===== config.mk =====
export PLATFORM = sky130hd
export DESIGN_NAME = aclink_frame_rx
export DESIGN_NICKNAME = d
export VERILOG_FILES = /design/src/rtl/aclrx_pkg.sv /design/src/rtl/aclrx_bit_timer.sv /design/src/rtl/aclrx_slot_shifter.sv /design/src/rtl/aclrx_field_decoder.sv /design/src/rtl/aclink_frame_rx.sv
export SDC_FILE = /design/constraint.sdc
export NUM_CORES = 1
export LEC_CHECK = 0
export ABC_AREA = 1
export CORE_ASPECT_RATIO = 1.75
export CORE_MARGIN = 2
export CORE_UTILIZATION = 36
export CTS_BUF_LIST = sky130_fd_sc_hd__clkbuf_8
export DETAILED_ROUTE_END_ITERATION = 6
export PLACE_DENSITY_LB_ADDON = 0.25
export SLEW_MARGIN = 20
export SYNTH_ARGS = -nofsm -noshare
export SYNTH_HDL_FRONTEND = slang
export SYNTH_SLANG_ARGS = --single-unit

===== constraint.sdc =====
create_clock -name clk -period 3.15 [get_ports clk]
set_input_delay 0.7875 -clock clk [delete_from_list [all_inputs] [get_ports clk]]
set_output_delay 0.7875 -clock clk [all_outputs]
set_load 0.01 [all_outputs]

===== src/rtl/aclrx_pkg.sv =====
package aclrx_pkg;

  localparam int TAG_BITS  = 16;
  localparam int SLOT_BITS = 20;
  localparam int SLOTS     = 13;
  localparam int SMP_BITS  = 16;
  localparam int ADR_BITS  = 7;
  localparam int SV_BASE   = 3;

  typedef struct packed {
    logic [ADR_BITS-1:0] addr;
    logic                req_l;
    logic                req_r;
  } stat_addr_t;

  function automatic int frame_len(int tag_w, int slot_w, int n_slots);
    return tag_w + slot_w * (n_slots - 1);
  endfunction

  function automatic int slot_last_bit(int tag_w, int slot_w, int k);
    return tag_w - 1 + slot_w * k;
  endfunction

endpackage


===== src/rtl/aclrx_bit_timer.sv =====
module aclrx_bit_timer #(
  parameter int FRAME_BITS = 256,
  parameter int CNT_W      = 8
) (
  input  logic             clk,
  input  logic             rst,
  input  logic             bit_clk,
  input  logic             frame_sync,
  output logic             bit_fall,
  output logic             frame_start,
  output logic             bit_valid,
  output logic [CNT_W-1:0] bit_idx,
  output logic             sync_err,
  output logic             locked,
  output logic [CNT_W-1:0] bit_cnt
);
  localparam logic [CNT_W-1:0] LAST = CNT_W'(FRAME_BITS - 1);

  logic             bclk_q;
  logic             fs_q;
  logic             lock_q;
  logic [CNT_W-1:0] cnt_q;
  logic             at_last;

  assign at_last     = (cnt_q == LAST);
  assign bit_fall    = bclk_q & ~bit_clk;
  assign frame_start = bit_fall & frame_sync & ~fs_q;
  assign bit_valid   = frame_start | (bit_fall & lock_q & ~at_last);
  assign bit_idx     = frame_start ? '0 : cnt_q + 1'b1;
  assign sync_err    = frame_start & lock_q & ~at_last;
  assign locked      = lock_q;
  assign bit_cnt     = cnt_q;

  always_ff @(posedge clk) begin
    if (rst) begin
      bclk_q <= 1'b0;
      fs_q   <= 1'b0;
      lock_q <= 1'b0;
      cnt_q  <= '0;
    end else begin
      bclk_q <= bit_clk;
      if (bit_fall) begin
        fs_q <= frame_sync;
        if (frame_start) begin
          cnt_q  <= '0;
          lock_q <= 1'b1;
        end else if (lock_q) begin
          if (at_last) lock_q <= 1'b0;
          else         cnt_q  <= cnt_q + 1'b1;
        end
      end
    end
  end
endmodule


===== src/rtl/aclrx_slot_shifter.sv =====
module aclrx_slot_shifter
  import aclrx_pkg::*;
#(
  parameter int TAG_W   = 16,
  parameter int SLOT_W  = 20,
  parameter int N_SLOTS = 13,
  parameter int CNT_W   = 8,
  parameter int SL_W    = 4
) (
  input  logic              clk,
  input  logic              rst,
  input  logic              bit_valid,
  input  logic [CNT_W-1:0]  bit_idx,
  input  logic              sdata,
  output logic              slot_done,
  output logic [SL_W-1:0]   slot_num,
  output logic [SLOT_W-1:0] slot_word
);
  logic [SLOT_W-2:0] sr_q;
  logic              hit;

  assign slot_word = {sr_q, sdata};

  always_comb begin
    hit      = 1'b0;
    slot_num = '0;
    for (int k = 0; k < N_SLOTS; k++) begin
      if (int'(bit_idx) == slot_last_bit(TAG_W, SLOT_W, k)) begin
        hit      = 1'b1;
        slot_num = SL_W'(k);
      end
    end
  end

  assign slot_done = bit_valid & hit;

  always_ff @(posedge clk) begin
    if (rst)            sr_q <= '0;
    else if (bit_valid) sr_q <= slot_word[SLOT_W-2:0];
  end
endmodule


===== src/rtl/aclrx_field_decoder.sv =====
module aclrx_field_decoder
  import aclrx_pkg::*;
#(
  parameter int TAG_W  = 16,
  parameter int SLOT_W = 20,
  parameter int SL_W   = 4
) (
  input  logic                clk,
  input  logic                rst,
  input  logic                frame_start,
  input  logic                sync_err,
  input  logic                slot_done,
  input  logic [SL_W-1:0]     slot_num,
  input  logic [SLOT_W-1:0]   slot_word,
  input  logic                var_rate_en,
  output logic                frame_ok,
  output logic [ADR_BITS-1:0] reg_addr,
  output logic                req_left,
  output logic                req_right,
  output logic                addr_stb,
  output logic [SMP_BITS-1:0] reg_data,
  output logic                data_stb,
  output logic [SMP_BITS-1:0] rec_left,
  output logic                left_stb,
  output logic [SMP_BITS-1:0] rec_right,
  output logic                right_stb,
  output logic                proto_err
);
  localparam logic [SL_W-1:0] S_TAG  = SL_W'(0);
  localparam logic [SL_W-1:0] S_STAT = SL_W'(1);
  localparam logic [SL_W-1:0] S_DATA = SL_W'(2);
  localparam logic [SL_W-1:0] S_LEFT = SL_W'(3);
  localparam logic [SL_W-1:0] S_RGHT = SL_W'(4);

  function automatic stat_addr_t f_stat(logic [SLOT_W-1:0] w);
    stat_addr_t s;
    s.addr  = w[SLOT_W-2 -: ADR_BITS];
    s.req_l = w[SLOT_W-2-ADR_BITS];
    s.req_r = w[SLOT_W-3-ADR_BITS];
    return s;
  endfunction

  function automatic logic [SMP_BITS-1:0] f_sample(logic [SLOT_W-1:0] w);
    return w[SLOT_W-1 -: SMP_BITS];
  endfunction

  logic       fv_q;
  logic [3:0] sv_q;
  stat_addr_t st;
  logic       unused_low;

  assign st         = f_stat(slot_word);
  assign unused_low = ^slot_word[2:0];
  assign frame_ok   = fv_q;

  always_ff @(posedge clk) begin
    if (rst) begin
      fv_q      <= 1'b0;
      sv_q      <= '0;
      reg_addr  <= '0;
      req_left  <= 1'b0;
      req_right <= 1'b0;
      reg_data  <= '0;
      rec_left  <= '0;
      rec_right <= '0;
      addr_stb  <= 1'b0;
      data_stb  <= 1'b0;
      left_stb  <= 1'b0;
      right_stb <= 1'b0;
      proto_err <= 1'b0;
    end else begin
      addr_stb  <= 1'b0;
      data_stb  <= 1'b0;
      left_stb  <= 1'b0;
      right_stb <= 1'b0;
      proto_err <= sync_err;
      if (frame_start) fv_q <= 1'b0;
      if (slot_done) begin
        if (slot_num == S_TAG) begin
          fv_q <= slot_word[TAG_W-1];
          sv_q <= slot_word[SV_BASE +: 4];
        end else if (slot_num == S_STAT) begin
          if (fv_q && sv_q[0]) begin
            reg_addr  <= st.addr;
            req_left  <= st.req_l;
            req_right <= st.req_r;
            addr_stb  <= 1'b1;
            if (!var_rate_en && (st.req_l || st.req_r)) proto_err <= 1'b1;
          end
        end else if (slot_num == S_DATA) begin
          if (fv_q && sv_q[1]) begin
            reg_data <= f_sample(slot_word);
            data_stb <= 1'b1;
          end
        end else if (slot_num == S_LEFT) begin
          if (fv_q && sv_q[2]) begin
            rec_left <= f_sample(slot_word);
            left_stb <= 1'b1;
          end
        end else if (slot_num == S_RGHT) begin
          if (fv_q && sv_q[3]) begin
            rec_right <= f_sample(slot_word);
            right_stb <= 1'b1;
          end
        end
      end
    end
  end
endmodule


===== src/rtl/aclink_frame_rx.sv =====
module aclink_frame_rx
  import aclrx_pkg::*;
#(
  parameter int TAG_W   = TAG_BITS,
  parameter int SLOT_W  = SLOT_BITS,
  parameter int N_SLOTS = SLOTS
) (
  input  logic                clk,
  input  logic                rst,
  input  logic                bit_clk,
  input  logic                frame_sync,
  input  logic                sdata_in,
  input  logic                var_rate_en,
  output logic [ADR_BITS-1:0] reg_addr_o,
  output logic                req_left_o,
  output logic                req_right_o,
  output logic                addr_stb_o,
  output logic [SMP_BITS-1:0] reg_data_o,
  output logic                data_stb_o,
  output logic [SMP_BITS-1:0] rec_left_o,
  output logic                left_stb_o,
  output logic [SMP_BITS-1:0] rec_right_o,
  output logic                right_stb_o,
  output logic                proto_err_o
);
  localparam int FRAME_BITS = frame_len(TAG_W, SLOT_W, N_SLOTS);
  localparam int CNT_W      = $clog2(FRAME_BITS);
  localparam int SL_W       = $clog2(N_SLOTS);

  logic              bit_fall;
  logic              frame_start;
  logic              bit_valid;
  logic [CNT_W-1:0]  bit_idx;
  logic              sync_err;
  logic              rx_locked;
  logic [CNT_W-1:0]  bit_cnt;
  logic              slot_done;
  logic [SL_W-1:0]   slot_num;
  logic [SLOT_W-1:0] slot_word;
  logic              frame_ok;

  aclrx_bit_timer #(.FRAME_BITS(FRAME_BITS), .CNT_W(CNT_W)) u_timer (
    .clk, .rst, .bit_clk, .frame_sync,
    .bit_fall, .frame_start, .bit_valid, .bit_idx,
    .sync_err, .locked(rx_locked), .bit_cnt
  );

  aclrx_slot_shifter #(
    .TAG_W(TAG_W), .SLOT_W(SLOT_W), .N_SLOTS(N_SLOTS), .CNT_W(CNT_W), .SL_W(SL_W)
  ) u_shift (
    .clk, .rst, .bit_valid, .bit_idx, .sdata(sdata_in),
    .slot_done, .slot_num, .slot_word
  );

  aclrx_field_decoder #(.TAG_W(TAG_W), .SLOT_W(SLOT_W), .SL_W(SL_W)) u_dec (
    .clk, .rst, .frame_start, .sync_err, .slot_done, .slot_num, .slot_word,
    .var_rate_en, .frame_ok,
    .reg_addr(reg_addr_o), .req_left(req_left_o), .req_right(req_right_o),
    .addr_stb(addr_stb_o), .reg_data(reg_data_o), .data_stb(data_stb_o),
    .rec_left(rec_left_o), .left_stb(left_stb_o),
    .rec_right(rec_right_o), .right_stb(right_stb_o),
    .proto_err(proto_err_o)
  );
endmodule


# ---- After elaboration in Yosys (flattened, before gate mapping)
# Index checks and enable logic that the tools add are counted.
dict set report op_classes {
  addsub 1
  n_reduce_logical 19
  n_bitwise 18
  eq_ne 19
  muxes 44
}
# cell n
set ops {}
lappend ops {{$eq 8x8->1 const B} 7}
lappend ops {{$eq 8x7->1 const B} 4}
lappend ops {{$mux 8} 4}
lappend ops {{$mux 1} 29}
lappend ops {{$mux 4} 5}
lappend ops {{$mux 3} 4}
lappend ops {{$not 1->1} 9}
lappend ops {{$add 8x1->8 const B} 1}
lappend ops {{$and 1x1->1} 8}
lappend ops {{$eq 4x2->1 const B} 2}
lappend ops {{$eq 8x1->1 const B} 1}
lappend ops {{$eq 8x5->1 const B} 1}
lappend ops {{$eq 8x6->1 const B} 1}
lappend ops {{$reduce_and 7->1} 1}
lappend ops {{$reduce_or 7->1} 1}
lappend ops {{$reduce_and 6->1} 1}
lappend ops {{$reduce_or 6->1} 1}
lappend ops {{$logic_and 1x1->1} 5}
lappend ops {{$reduce_and 5->1} 1}
lappend ops {{$reduce_or 5->1} 1}
lappend ops {{$eq 4x1->1 const B} 1}
lappend ops {{$eq 4x3->1 const B} 1}
lappend ops {{$logic_not 4->1} 1}
lappend ops {{$mux 2} 2}
lappend ops {{other kinds (9)} 9}
dict set report word_totals {
  wordCells 119
  out_inout_bits 62
  reg_bits 97
  in_bits 6
}

# ---- Longest topological paths before layout
dict set report logic_depth {
  word_depth 22
  depth_mapped 19
  ltp_nobuf 18
}

# ---- Hierarchy
# A second synthesis with hierarchy kept.
dict set report hier_totals {
  cells_unflattened 650
  hier_area_um2 4337.9
}
# module area_each_um2 instances cells_per_inst seq_area_each_um2
set by_module_without_submodules {}
lappend by_module_without_submodules {aclrx_field_decoder 2757.6 1 400 1341.3}
lappend by_module_without_submodules {aclrx_slot_shifter 914.6 1 150 380.4}
lappend by_module_without_submodules {aclrx_bit_timer 665.6 1 100 220.2}

# ---- Worst setup path after synthesis
# OpenSTA, ideal clock, no wires.
dict set report synth_path {
  path_kind {in2reg}
  startpoint {in bit_clk}
  endpoint {reg u_dec.rec_right[10]}
  path_buffers 2
  stages 16
  setup_slack_ns 0.612
  arrival_time_ns 2.399
  setup_time_ns 0.139
  required_time_ns 3.011
  cell_sequence {inv_2 nand3_1 nor2_2 nor2_1 nor2_1 nand3_1 nand3_1 nor2_1 nand3_2 nand2_4 inv_4 buf_8 nand2_8 buf_6 nand2_2 a21oi_2}
}
dict set report synth_between {
  elab_chain_len 21
  word_cells_on_any_way 57
  cone_classes {17 x eq/ne; 26 x mux; 12 x bitwise; 2 x reduce/logical}
}
# element line_no
set synth_rtl {}
lappend synth_rtl {{start, declared} aclink_frame_rx.sv:10} ;# input logic bit_clk,
lappend synth_rtl {{$not 1->1 (*)} aclrx_bit_timer.sv:26} ;# assign bit_fall = bclk_q & ~bit_clk;
lappend synth_rtl {{$and 1x1->1 (*)} aclrx_bit_timer.sv:26}
lappend synth_rtl {{$and 1x1->1 (2 in series)} aclrx_bit_timer.sv:27} ;# assign frame_start = bit_fall & frame_sync & ~fs_q;
lappend synth_rtl {{$mux 8} aclrx_bit_timer.sv:29} ;# assign bit_idx = frame_start ? '0 : cnt_q + 1'b1;
lappend synth_rtl {{$eq 8x7->1 or $eq 8x5->1 (tied branches)} aclrx_slot_shifter.sv:28} ;# if (int'(bit_idx) == slot_last_bit(TAG_W, SLOT_W, k)) begin
lappend synth_rtl {{$mux 1} aclrx_slot_shifter.sv:28}
lappend synth_rtl {{$mux 2 or $mux 1 (tied branches) (2 in series)} aclrx_slot_shifter.sv:28}
lappend synth_rtl {{$mux 3 or $mux 1 (tied branches) (4 in series)} aclrx_slot_shifter.sv:28}
lappend synth_rtl {{$mux 4 or $mux 1 (tied branches) (5 in series)} aclrx_slot_shifter.sv:28}
lappend synth_rtl {{$eq 4x1->1 (tied with other cells)} aclrx_field_decoder.sv:82} ;# end else if (slot_num == S_STAT) begin
lappend synth_rtl {{$not 1->1 (no line) or $and 1x1->1 (tied branches)} -}
lappend synth_rtl {{$reduce_and 7->1 (no line) (*)} -}
lappend synth_rtl {{end signal, assigned} aclrx_field_decoder.sv:102} ;# rec_right <= f_sample(slot_word);
lappend synth_rtl {{end, declared} aclrx_field_decoder.sv:25} ;# output logic [SMP_BITS-1:0] rec_right,
# Every way passes the cells marked *; elsewhere a longest branch is shown, timed or not.
# A chain may end at the register's enable or synchronous reset.

# ---- Final worst setup path
dict set report layout_path {
  startpoint {in bit_clk}
  endpoint {reg u_dec.reg_data[1]}
}
dict set report layout_between {
  elab_chain_len 21
  word_cells_on_any_way 53
  cone_classes {15 x eq/ne; 26 x mux; 10 x bitwise; 2 x reduce/logical}
}
# element line_no
set layout_rtl {}
lappend layout_rtl {{$not 1->1 (*)} aclrx_bit_timer.sv:26}
lappend layout_rtl {{$and 1x1->1 (*)} aclrx_bit_timer.sv:26}
lappend layout_rtl {{$and 1x1->1 (2 in series)} aclrx_bit_timer.sv:27}
lappend layout_rtl {{$mux 8} aclrx_bit_timer.sv:29}
lappend layout_rtl {{$eq 8x7->1 or $eq 8x5->1 (tied branches)} aclrx_slot_shifter.sv:28}
lappend layout_rtl {{$mux 1} aclrx_slot_shifter.sv:28}
lappend layout_rtl {{$mux 2 or $mux 1 (tied branches) (2 in series)} aclrx_slot_shifter.sv:28}
lappend layout_rtl {{$mux 3 or $mux 1 (tied branches) (4 in series)} aclrx_slot_shifter.sv:28}
lappend layout_rtl {{$mux 4 or $mux 1 (tied branches) (5 in series)} aclrx_slot_shifter.sv:28}
lappend layout_rtl {{$eq 4x1->1 (tied with other cells)} aclrx_field_decoder.sv:82}
lappend layout_rtl {{$not 1->1 (no line) or $and 1x1->1 (tied branches)} -}
lappend layout_rtl {{$reduce_and 5->1 (no line) (*)} -}
lappend layout_rtl {{end signal, assigned} aclrx_field_decoder.sv:92} ;# reg_data <= f_sample(slot_word);
lappend layout_rtl {{end, declared} aclrx_field_decoder.sv:21} ;# output logic [SMP_BITS-1:0] reg_data,
# Marked as above.

==> impl_metrics.env <==
export IMPL_rsz0062_at_grt="no"
export IMPL_syn2layout_area_growth_pct=29.0
export IMPL_synth_area_leaders="dfxtp_1 45%, nand2_1 8.8%, nor2_1 8.8%"
export IMPL_drv_cap=0
export IMPL_p_per_area_nw_per_um2=394
export IMPL_cts_htree_levels=3
export IMPL_syn_area_um2=4360
export IMPL_die_w_um=87.2
export IMPL_finalWeightedCongestion=0.921
export IMPL_synth_common_cells="102 x nand2_1, 102 x nor2_1, 97 x dfxtp_1, 75 x inv_1, 63 x nand3_1"
export IMPL_synth_edf_count=0
export IMPL_initial_core_util_pct=36.5
export IMPL_grt_util_met2_pct=37.2
export IMPL_vdd_drop_max_v=0.000317
export IMPL_seq_area_frac_synth_pct=44.5
export IMPL_net_switching_power_mw=0.560
export IMPL_synthDistinctLibCells=34
export IMPL_antenna_left=0
export IMPL_synth_seq_cells=97
export IMPL_cts_tree="built"
export IMPL_path_class="in2reg"
export IMPL_status="completed"
export IMPL_grt_busiest_layer="met2"
export IMPL_placeableCoreArea_um2=11900
export IMPL_max_clock_path_buffers=2
export IMPL_reg2regPathDepth=17
export IMPL_syn_nets=621
export IMPL_use_met3_pct=3.03
export IMPL_wl_per_cell_um=14.3
export IMPL_endpoint_kind="flip-flop"
export IMPL_num_rows=53
export IMPL_clk_pin_slew_ps=110
export IMPL_use_met1_pct=18.5
export IMPL_via_per_inst=4.89
export IMPL_synth_top_area_cell="dfxtp_1"
export IMPL_syn_inst=614
export IMPL_hold_viol_final=0
export IMPL_fin_cells=848
export IMPL_antenna_found_initial=0
export IMPL_drc=0
export IMPL_required_ps=3460
export IMPL_grt_overflow_total=0
export IMPL_swShare_pct=25.3
export IMPL_p_total_mw=2.22
export IMPL_clock_sinks=97
export IMPL_reg2reg_slack_ps=480
export IMPL_fin_crit_ps=2890
export IMPL_antenna_cells=0
export IMPL_fp_dieH_um=150
export IMPL_drt_iter0_drc=177
export IMPL_whs_path_depth=2
export IMPL_ioPinCount=68
export IMPL_worst_skew_pair_late_latency_ps=380
export IMPL_slew_headroom_pct=66.0
export IMPL_detail_route_first_pass_iterations=4
export IMPL_synth_top_area_share_pct=44.5
export IMPL_clockPowerShare_pct=39.0
export IMPL_seq_power_share_pct=56.9
export IMPL_yosys_most_used_dff="dfxtp_1"
export IMPL_crit_fanout=16
export IMPL_grt_pass1_wl_um=19300
export IMPL_min_period_over_period_pct=91.9
export IMPL_dpl_cell_area_um2=5410
export IMPL_fin_nets=713
export IMPL_skew_ps=11.5
export IMPL_cp_start_kind="input port"
export IMPL_numCtsBuffers=9
export IMPL_fillCellCount=1248
export IMPL_arrival_ps=3200
export IMPL_dpl_hpwl_um=9060
export IMPL_die_area_um2=13000
export IMPL_vias=4149
export IMPL_setup_violations=0
export IMPL_hold_class="reg2reg"
export IMPL_placed_cells=832
export IMPL_wl_um=12100
export IMPL_grt_pass1_vias=4043
export IMPL_avgSynthCellArea_um2=7.10
export IMPL_port_buffers=67
export IMPL_yosysWarnings=0
export IMPL_ys_async_sr_fraction_pct=0
export IMPL_final_cell_area_um2=5630
export IMPL_tightestPinTransition_ps=511
export IMPL_max_freq_ghz=0.346
export IMPL_grt_max_degree=42
export IMPL_maxSlewViolCount=0
export IMPL_grt_util_all_layers_pct=19.2
export IMPL_p_leak_nw=2.26
export IMPL_pwr_share_comb_pct=4.0
export IMPL_final_layout_size_suffix_gt1_share_pct=14.8
export IMPL_cts_root_buf="clkbuf_8"
export IMPL_p_int_mw=1.66
[metrics by stage]
stage | TNS (ps) | setup WS, ps | util (%) | hold slack [ps]
2_1_floorplan | 0 | 612 | - | 443
3_3_place_gp | -2500 | -121 | 45.3 | 453
3_5_place_dp | -4160 | -169 | 45.3 | 458
4_1_cts | 0 | 223 | 47.1 | 475
5_1_grt | 0 | 0.621 | 47.1 | 493
6_report | 0 | 256 | 47.1 | 468
[path summary, 6_finish.rpt]
check                       end               start
max           u_dec.reg_data[1]             bit_clk
min          u_dec.reg_data[10]  u_dec.reg_data[10]
max reg2reg   u_dec.reg_data[1]  u_timer.bit_cnt[0]
min reg2reg  u_dec.reg_data[10]  u_dec.reg_data[10]
[power by group through the flow]
stage | sequential, mW | combinational (mW) | clock (mW)
2_1_floorplan | 1.28 | 0.0631 | 0
3_5_place_dp | 1.29 | 0.0898 | 0
6_report | 1.26 | 0.0896 | 0.865
5_1_grt | 1.26 | 0.102 | 0.925
3_3_place_gp | 1.29 | 0.0885 | 0
4_1_cts | 1.26 | 0.0903 | 0.888
[cell usage in the layout, fill, tap and decap left out, types with 6 or more instances in the layout]
cell               n
o21ai_0           41
o21ai_1            8
nand3_1           63
nand2_1          102
buf_4             37
clkbuf_8           9
nand4_1            6
nor2_1           100
inv_1             75
clkdlybuf4s50_1   67
nand2_2           14
a21oi_1           39
a21oi_2           10
dfxtp_1           97
nor2_2             7
[logic make-up after synthesis]
kind of cell    after synthesis  share of synthesized area [%]
compound gates              100                           12.5
fa+ha+maj                     1                          0.287
buf+inv                     108                           10.5
flops                        97                           44.5
simple gates                308                           32.3
[layout make-up]
cell class	count	area [um2]	area share [%]
inverters	81	307	5.45
flip-flops and latches	97	1940	34.5
clock buffers	9	124	2.20
repair buffers	108	1030	18.3
clock inverters	7	87.6	1.56
multi-input cells	409	1970	35.0
well taps	137	171	3.05
[critical path, stage by stage]
cell,delay [ps]
clkdlybuf4s50_1,470
inv_2,40
nand4_1,80
buf_4,180
nand2_1,80
nor2_2,130
nor2_1,60
buf_4,150
nand3_1,120
nand3_1,110
nor2_1,180
nand3_2,130
nand2_4,110
inv_4,80
nand2_2,250
nand2_1,100
a21oi_1,140
[registers in the layout, indices dropped and copies added, names as in the netlist, 4 cells and up]
register,cells
u_shift.sr_q,19
u_dec.rec_left,16
u_dec.reg_data,16
u_timer.bit_cnt,8
u_dec.rec_right,16
u_dec.reg_addr,7
u_dec.sv_q,4
[metal layers]
metal,vias to the layer above,part of all wire [%]
met5,-,0
met3,30,2.9
met2,88,58
li1,2127,-
met4,0,4.0
met1,1904,35
[repair_timing]
item                                    in CTS  in global routing
buffers inserted                             0                  0
resized for setup                            0                  2
hold buffers                                 0                  0
endpoints found under the setup margin       0                  1
Power figures use the tool's default switching activity.
